--- src/rtl/mrp_pkg.sv ---
package mrp_pkg;

    // Default sizing: eight modules of sixteen keywords, grouped by four
    localparam int MRP_NUM_MODS   = 8;
    localparam int MRP_VEC_W      = 16;
    localparam int MRP_GROUP_SIZE = 4;

    // Index width that never collapses to zero bits
    function automatic int idx_bits(input int n);
        return (n > 1) ? $clog2(n) : 1;
    endfunction

endpackage

--- src/rtl/mrp_group_pick.sv ---
module mrp_group_pick #(
    parameter int GROUP_SIZE = mrp_pkg::MRP_GROUP_SIZE,
    parameter int VEC_W      = mrp_pkg::MRP_VEC_W,
    parameter int LOC_W      = mrp_pkg::idx_bits(GROUP_SIZE)
) (
    input  logic                        clk,
    input  logic                        rst,
    input  logic [GROUP_SIZE*VEC_W-1:0] vecs_i,
    output logic                        hit_o,
    output logic [LOC_W-1:0]            loc_o,
    output logic [VEC_W-1:0]            vec_o
);

    typedef struct packed {
        logic             hit;
        logic [LOC_W-1:0] loc;
        logic [VEC_W-1:0] vec;
    } pick_t;

    pick_t pick_d, pick_q;

    // Scan downwards so the lowest matching index is written last and wins
    always_comb begin
        pick_d = '0;
        for (int i = GROUP_SIZE - 1; i >= 0; i--) begin
            if (|vecs_i[i*VEC_W +: VEC_W]) begin
                pick_d.hit = 1'b1;
                pick_d.loc = LOC_W'(i);
                pick_d.vec = vecs_i[i*VEC_W +: VEC_W];
            end
        end
    end

    always_ff @(posedge clk) begin
        if (rst) pick_q <= '0;
        else     pick_q <= pick_d;
    end

    assign hit_o = pick_q.hit;
    assign loc_o = pick_q.loc;
    assign vec_o = pick_q.vec;


    grp_idle_zero_chk: assert property (@(posedge clk) disable iff (rst)
        !hit_o |-> (vec_o == '0 && loc_o == '0));

endmodule

--- src/rtl/mrp_group_merge.sv ---
module mrp_group_merge #(
    parameter int NUM_GROUPS = 2,
    parameter int GROUP_SIZE = mrp_pkg::MRP_GROUP_SIZE,
    parameter int VEC_W      = mrp_pkg::MRP_VEC_W,
    parameter int LOC_W      = mrp_pkg::idx_bits(GROUP_SIZE),
    parameter int IDX_W      = mrp_pkg::idx_bits(NUM_GROUPS*GROUP_SIZE)
) (
    input  logic                        clk,
    input  logic                        rst,
    input  logic [NUM_GROUPS-1:0]       grp_hit_i,
    input  logic [NUM_GROUPS*LOC_W-1:0] grp_loc_i,
    input  logic [NUM_GROUPS*VEC_W-1:0] grp_vec_i,
    output logic                        hit_o,
    output logic [IDX_W-1:0]            idx_o,
    output logic [VEC_W-1:0]            vec_o
);

    typedef struct packed {
        logic             hit;
        logic [IDX_W-1:0] idx;
        logic [VEC_W-1:0] vec;
    } report_t;

    report_t rep_d, rep_q;

    // Lowest group with a hit wins; index = group base + local offset
    always_comb begin
        rep_d = '0;
        for (int g = NUM_GROUPS - 1; g >= 0; g--) begin
            if (grp_hit_i[g]) begin
                rep_d.hit = 1'b1;
                rep_d.idx = IDX_W'(g*GROUP_SIZE + int'(grp_loc_i[g*LOC_W +: LOC_W]));
                rep_d.vec = grp_vec_i[g*VEC_W +: VEC_W];
            end
        end
    end

    always_ff @(posedge clk) begin
        if (rst) rep_q <= '0;
        else     rep_q <= rep_d;
    end

    assign hit_o = rep_q.hit;
    assign idx_o = rep_q.idx;
    assign vec_o = rep_q.vec;


    merge_hit_nonzero_chk: assert property (@(posedge clk) disable iff (rst)
        hit_o |-> (vec_o != '0));

endmodule

--- src/rtl/mrp_report_encoder.sv ---
module mrp_report_encoder #(
    parameter int NUM_MODS   = mrp_pkg::MRP_NUM_MODS,
    parameter int VEC_W      = mrp_pkg::MRP_VEC_W,
    parameter int GROUP_SIZE = mrp_pkg::MRP_GROUP_SIZE,
    parameter int IDX_W      = mrp_pkg::idx_bits(NUM_MODS)
) (
    input  logic                      clk,
    input  logic                      rst,
    input  logic [NUM_MODS*VEC_W-1:0] fmv_i,
    output logic                      hit_o,
    output logic [IDX_W-1:0]          mod_idx_o,
    output logic [VEC_W-1:0]          vec_o
);

    localparam int NUM_GROUPS = NUM_MODS / GROUP_SIZE;
    localparam int LOC_W      = mrp_pkg::idx_bits(GROUP_SIZE);

    initial begin
        if (NUM_GROUPS * GROUP_SIZE != NUM_MODS)
            $error("NUM_MODS must be a multiple of GROUP_SIZE");
    end

    logic [NUM_GROUPS-1:0]       grp_hit;
    logic [NUM_GROUPS*LOC_W-1:0] grp_loc;
    logic [NUM_GROUPS*VEC_W-1:0] grp_vec;

    // Stage 1: one picker per group
    for (genvar g = 0; g < NUM_GROUPS; g++) begin : g_grp
        mrp_group_pick #(
            .GROUP_SIZE (GROUP_SIZE),
            .VEC_W      (VEC_W),
            .LOC_W      (LOC_W)
        ) u_pick (
            .clk    (clk),
            .rst    (rst),
            .vecs_i (fmv_i[g*GROUP_SIZE*VEC_W +: GROUP_SIZE*VEC_W]),
            .hit_o  (grp_hit[g]),
            .loc_o  (grp_loc[g*LOC_W +: LOC_W]),
            .vec_o  (grp_vec[g*VEC_W +: VEC_W])
        );
    end

    // Stage 2: merge across groups
    mrp_group_merge #(
        .NUM_GROUPS (NUM_GROUPS),
        .GROUP_SIZE (GROUP_SIZE),
        .VEC_W      (VEC_W),
        .LOC_W      (LOC_W),
        .IDX_W      (IDX_W)
    ) u_merge (
        .clk       (clk),
        .rst       (rst),
        .grp_hit_i (grp_hit),
        .grp_loc_i (grp_loc),
        .grp_vec_i (grp_vec),
        .hit_o     (hit_o),
        .idx_o     (mod_idx_o),
        .vec_o     (vec_o)
    );

    // Input history and age counter used only by the checks below
    logic [NUM_MODS*VEC_W-1:0] fmv_d1, fmv_d2;
    logic [1:0]                age;
    logic                      lower_clear;

    always_ff @(posedge clk) begin
        if (rst) begin
            fmv_d1 <= '0;
            fmv_d2 <= '0;
            age    <= '0;
        end else begin
            fmv_d1 <= fmv_i;
            fmv_d2 <= fmv_d1;
            if (age != 2'd2) age <= age + 2'd1;
        end
    end

    always_comb begin
        lower_clear = 1'b1;
        for (int m = 0; m < NUM_MODS; m++) begin
            if (m < int'(mod_idx_o) && (|fmv_d2[m*VEC_W +: VEC_W]))
                lower_clear = 1'b0;
        end
    end


    idle_zero_chk: assert property (@(posedge clk) disable iff (rst)
        !hit_o |-> (mod_idx_o == '0 && vec_o == '0));


    latency_chk: assert property (@(posedge clk) disable iff (rst)
        (age == 2'd2) |-> (hit_o == (|fmv_d2)));


    vec_source_chk: assert property (@(posedge clk) disable iff (rst)
        (age == 2'd2 && hit_o) |-> (vec_o == fmv_d2[int'(mod_idx_o)*VEC_W +: VEC_W]));


    priority_chk: assert property (@(posedge clk) disable iff (rst)
        (age == 2'd2 && hit_o) |-> lower_clear);

endmodule

--- config.mk ---
export PLATFORM = sky130hd
export DESIGN_NAME = mrp_report_encoder
export DESIGN_NICKNAME = d
export VERILOG_FILES = /design/src/rtl/mrp_pkg.sv /design/src/rtl/mrp_group_pick.sv /design/src/rtl/mrp_group_merge.sv /design/src/rtl/mrp_report_encoder.sv
export SDC_FILE = /design/constraint.sdc
export NUM_CORES = 1
export LEC_CHECK = 0
export ABC_AREA = 1
export BUFFER_PORTS_ARGS = -buffer_cell sky130_fd_sc_hd__buf_2
export CAP_MARGIN = 20
export CORE_MARGIN = 8
export CORE_UTILIZATION = 37
export CTS_CLUSTER_DIAMETER = 30
export DETAILED_ROUTE_END_ITERATION = 12
export GPL_TIMING_DRIVEN = 0
export PLACE_DENSITY_LB_ADDON = 0.05
export SYNTH_ARGS = -nofsm -noshare
export SYNTH_HDL_FRONTEND = slang
export SYNTH_HIERARCHICAL = 1
export SYNTH_SLANG_ARGS = --single-unit
--- constraint.sdc ---
create_clock -name clk -period 2.4 [get_ports clk]
set_input_delay 0 -clock clk [delete_from_list [all_inputs] [get_ports clk]]
set_output_delay 0 -clock clk [all_outputs]
set_load 0.005 [all_outputs]
# Word-level counts from Yosys, hierarchy flattened
# Index checks and enable logic that the tools add are counted.
# classes
n_mux	10
n_reduce_logical	13
add_sub_neg	1
bitwise_logic	1
# op_table
op	n
2-to-1 mux 19 bit	8
OR reduction 16 bit	8
OR reduction 33 bit	2
2-to-1 mux 20 bit	2
OR reduction 17 bit	2
adder 3 x 2 -> 3 bit, first input constant	1
OR reduction 3 bit	1
inverter 1 bit	1
# word_totals
input_bits	130
reg_bits	58
output_inout_bits	20

# Depth between registers and ports, before layout
# logic_depth
depth_word	5
ltp_mapped	10
mapped_depth_nobuf	9

# Modules after synthesis
# The synthesis kept the hierarchy.
# by_module_without_submodules
module	cells_each	area_each_um2	seq_area_each_um2	instances
mrp_group_pick	220	1263.7	380.4	2
mrp_group_merge	86	735.7	400.4	1

# Worst setup path before layout
# No wires, ideal clock.
# synth_timing
path_type	input port to flip-flop
from	in fmv_i[34]
to	reg g_grp[0].u_pick.pick_q (netlist bit g_grp[0].u_pick/vec_o[0])
setup_ps	69
t_required_ps	2331
path_stages	10
path_slack_ps	1496
t_arrival_ps	835
path_cell_list	inv_1 nand2_1 nor2_1 nand2_1 nor2_4 buf_6 nand3_1 nand2_1 nand2_1 a21oi_2
# synth_between
elab_chain_cells	4
# synth_rtl
item	line	source
from (decl)	mrp_report_encoder.sv:9	input logic [NUM_MODS*VEC_W-1:0] fmv_i,
OR reduction 16 bit	mrp_group_pick.sv:26	if (|vecs_i[i*VEC_W +: VEC_W]) begin
2-to-1 mux 19 bit (3 in series)	mrp_group_pick.sv:26	
to (signal assigned)	mrp_group_pick.sv:36	else pick_q <= pick_d;
to (decl)	mrp_group_pick.sv:20	pick_t pick_d, pick_q;
# No other way between the ends.
# A chain may end at the register's enable or synchronous reset.

# Final worst setup path
# layout_timing
from	in rst
to	reg g_grp[0].u_pick.pick_q (netlist bit g_grp[0].u_pick/vec_o[1])
# layout_rtl
item	line	source
from (decl)	mrp_report_encoder.sv:8	input logic rst,
# No word-level cell between the ends.

==> summary.md <==
| Metric | Value |
|---|---|
| Rows | `34` |
| CTS H-tree lvls | `3` |
| Synth cell types | `18` |
| Worst Clk Skew | `0.00660 ns` |
| Post-synth EDFFs | `0` |
| Fin crit period | `1.62 ns` |
| Power after layout | `2.31 mW` |
| CORE AREA | `0.00864 mm^2` |
| Post-Route WL | `10.9 mm` |
| Chip width | `110 um` |
| R2R setup slack | `1.41 ns` |
| Worst slew pin tran | `0.607 ns` |
| Initial antenna violation count | `0` |
| Startpoint Class | `primary input` |
| Num CTS Buffers | `9` |
| Vias in the first global route | `3,798` |
| Diode count | `0` |
| RePlAce Congestion | `0.950` |
| Top cells by count, synth | `nand2_1 (138), nor2_1 (96), inv_1 (79)` |
| VDD IR max | `0.384 mV` |
| Register area | `0.00116 mm^2` |
| Number of vias per cell | `4.63` |
| Synthesized cell area | `0.00326 mm^2` |
| Fill cells | `895` |
| CTS Sinks | `58` |
| Vias post-DR | `3,855` |
| Layout cells sized above 1 | `0.278` |
| Cell Pwr Density | `492 mW/mm^2` |
| Gr ovfl total | `0` |
| CP arrival | `1.79 ns` |
| Final hold vios | `0` |
| DR WL/cell | `13.1 um` |
| Lkg Pwr | `2.39 nW` |
| First-pass GRT wire length | `16.8 mm` |
| Asr flop ratio synth | `0` |
| Seq cells post-synth | `58` |
| Hold/Removal Path Class | `in -> reg` |
| Final Net Count | `849` |
| Synth top area cells | `dfxtp_1 (36%), nand2_1 (16%), nor2_1 (11%)` |
| Sum Neg Setup Slack | `0 ns` |
| Worst EP required | `2.57 ns` |
| Ports | `150` |
| CTS root buf | `clkbuf_8` |
| Synth Flop Type | `dfxtp_1` |
| Register area share after synthesis | `0.356` |
| DRC errors left | `0` |
| Worst setup path startpoint | `rst` |
| Final setup violation count | `0` |
| Routed Antenna Nets | `0` |
| Fin area | `0.00469 mm^2` |
| Yosys warns | `6` |
| Placed inst area | `0.00414 mm^2` |
| Slew Limit Fails | `0` |
| Die area | `0.0121 mm^2` |
| Drt pass-1 iters | `7` |
| GR Util All Layers | `0.177` |
| Yosys top cell area share | `0.356` |
| Cells after Synth | `526` |
| Max Clk Rate | `0.619 GHz` |
| Port Buf Inserts | `149` |
| Status | `finished, final reports clean` |
| Leading area contributor after synthesis | `dfxtp_1` |
| Top-count cell post-synth | `nand2_1` |
| CTS clk-pin slew, worst paths | `0.06 ns` |
| Unrepaired setup endpoints after global routing | `no` |
| Largest net degree at the start of global routing | `11` |
| Hold path startpoint | `fmv_i[109]` |
| Hold WS | `0.0293 ns` |
| Max_slew headroom | `0.595` |
| Final core utilization | `0.543` |
| CTS tree | `yes` |
| CP Capture Type | `register` |
| Worst r2r src | `g_grp[1].u_pick/hit_o` |
| Resized Gates After CTS | `0` |
| Critical path type | `in -> reg` |
| Skew-Pair Late Insertion Delay | `0.32 ns` |
| Die Y | `110 um` |
| Clock buffer depth | `2` |
| Synth Net Count | `656` |
| Max_cap viols | `0` |
| HPWL Detailed | `8.96 mm` |
| Drt initial violations | `219` |
| Period utilization | `0.674` |
| CP max FO | `10` |
| Multi-input gate area | `0.00163 mm^2` |
| Layout area overhead | `43.8%` |
| Initial Util | `0.378` |
| Syn_area_per_cell | `6.20 um^2` |
stage by stage:
step | worst slack [ns] | cells
final | 0.783 | 832
after global routing | 0.712 | 832
after CTS | 0.854 | 832
after detailed placement | 1.02 | 783
after global placement | 1.06 | 783
after floorplan | 1.50 | 526
state kept, by name, summed over array words and instances, names as in the netlist:
register	cells
g_grp.u_pick/hit_o	2
g_grp.u_pick/loc_o	4
u_merge/vec_o	16
u_merge/idx_o	3
g_grp.u_pick/vec_o	32
u_merge/hit_o	1
critical path, stage by stage:
cell,delay [ns]
dlygate4sd3_1,0.54
buf_2,0.21
clkbuf_1,0.40
clkbuf_1,0.53
a21oi_1,0.11
where the power goes:
part	internal (mW)	switching [mW]	total [mW]
logic	0.171	0.162	0.333
clock network	0.609	0.346	0.955
registers	1.01	0.0125	1.02
worst paths after layout:
check | cells past startpoint | endpoint
worst max register to register | 4 | u_merge/vec_o[8]
worst min register to register | 2 | u_merge/vec_o[6]
worst max-delay path | 5 | g_grp[0].u_pick/vec_o[1]
worst min-delay path | 5 | g_grp[1].u_pick/vec_o[13]
placed cells by master (no fill, tap or decap):
cell and n:
inv_1 79, nand2_2 4, nor3_1 5, nor2_4 3
nand3_1 32, buf_6 10, dlygate4sd3_1 33, nor4_1 2
a21oi_1 51, a21oi_2 10, buf_2 153, nand2_1 138
clkbuf_8 10, clkbuf_1 5, clkinvlp_4 1, dfxtp_1 58
and2_0 2, clkinv_2 2, nor2_1 96, buf_4 2
bufinv_16 2, inv_2 4, nand4_1 22
area by class of cell:
| type | instances | area share |
|---|---|---|
| buffer | 20 | 0.0347 |
| clock buffer | 11 | 0.0301 |
| clock inverter | 5 | 0.0165 |
| inverter | 83 | 0.0664 |
| multi-input combinational | 365 | 0.347 |
| sequential | 58 | 0.247 |
| tap | 108 | 0.0288 |
| timing repair buffer | 182 | 0.229 |
cell families after synthesis:
family | synth area share
simple gates | 0.394
buf+inv | 0.145
compound gates | 0.105
flops | 0.356
per-layer routing:
layer,up-vias,GRT usage,share of wire
li1,2025,-,-
met2,124,0.288,0.48
met5,-,0,0
met1,1691,0.228,0.44
met4,0,0.0559,0.012
met3,15,0.0393,0.068
what timing repair did:
| action | in CTS | in global routing |
|---|---|---|
| hold buffers | 33 | 0 |
| setup buffers | 0 | 0 |
| hold endpoints to repair | 34 | 0 |
Note: power is estimated with default switching activity, not from simulation.
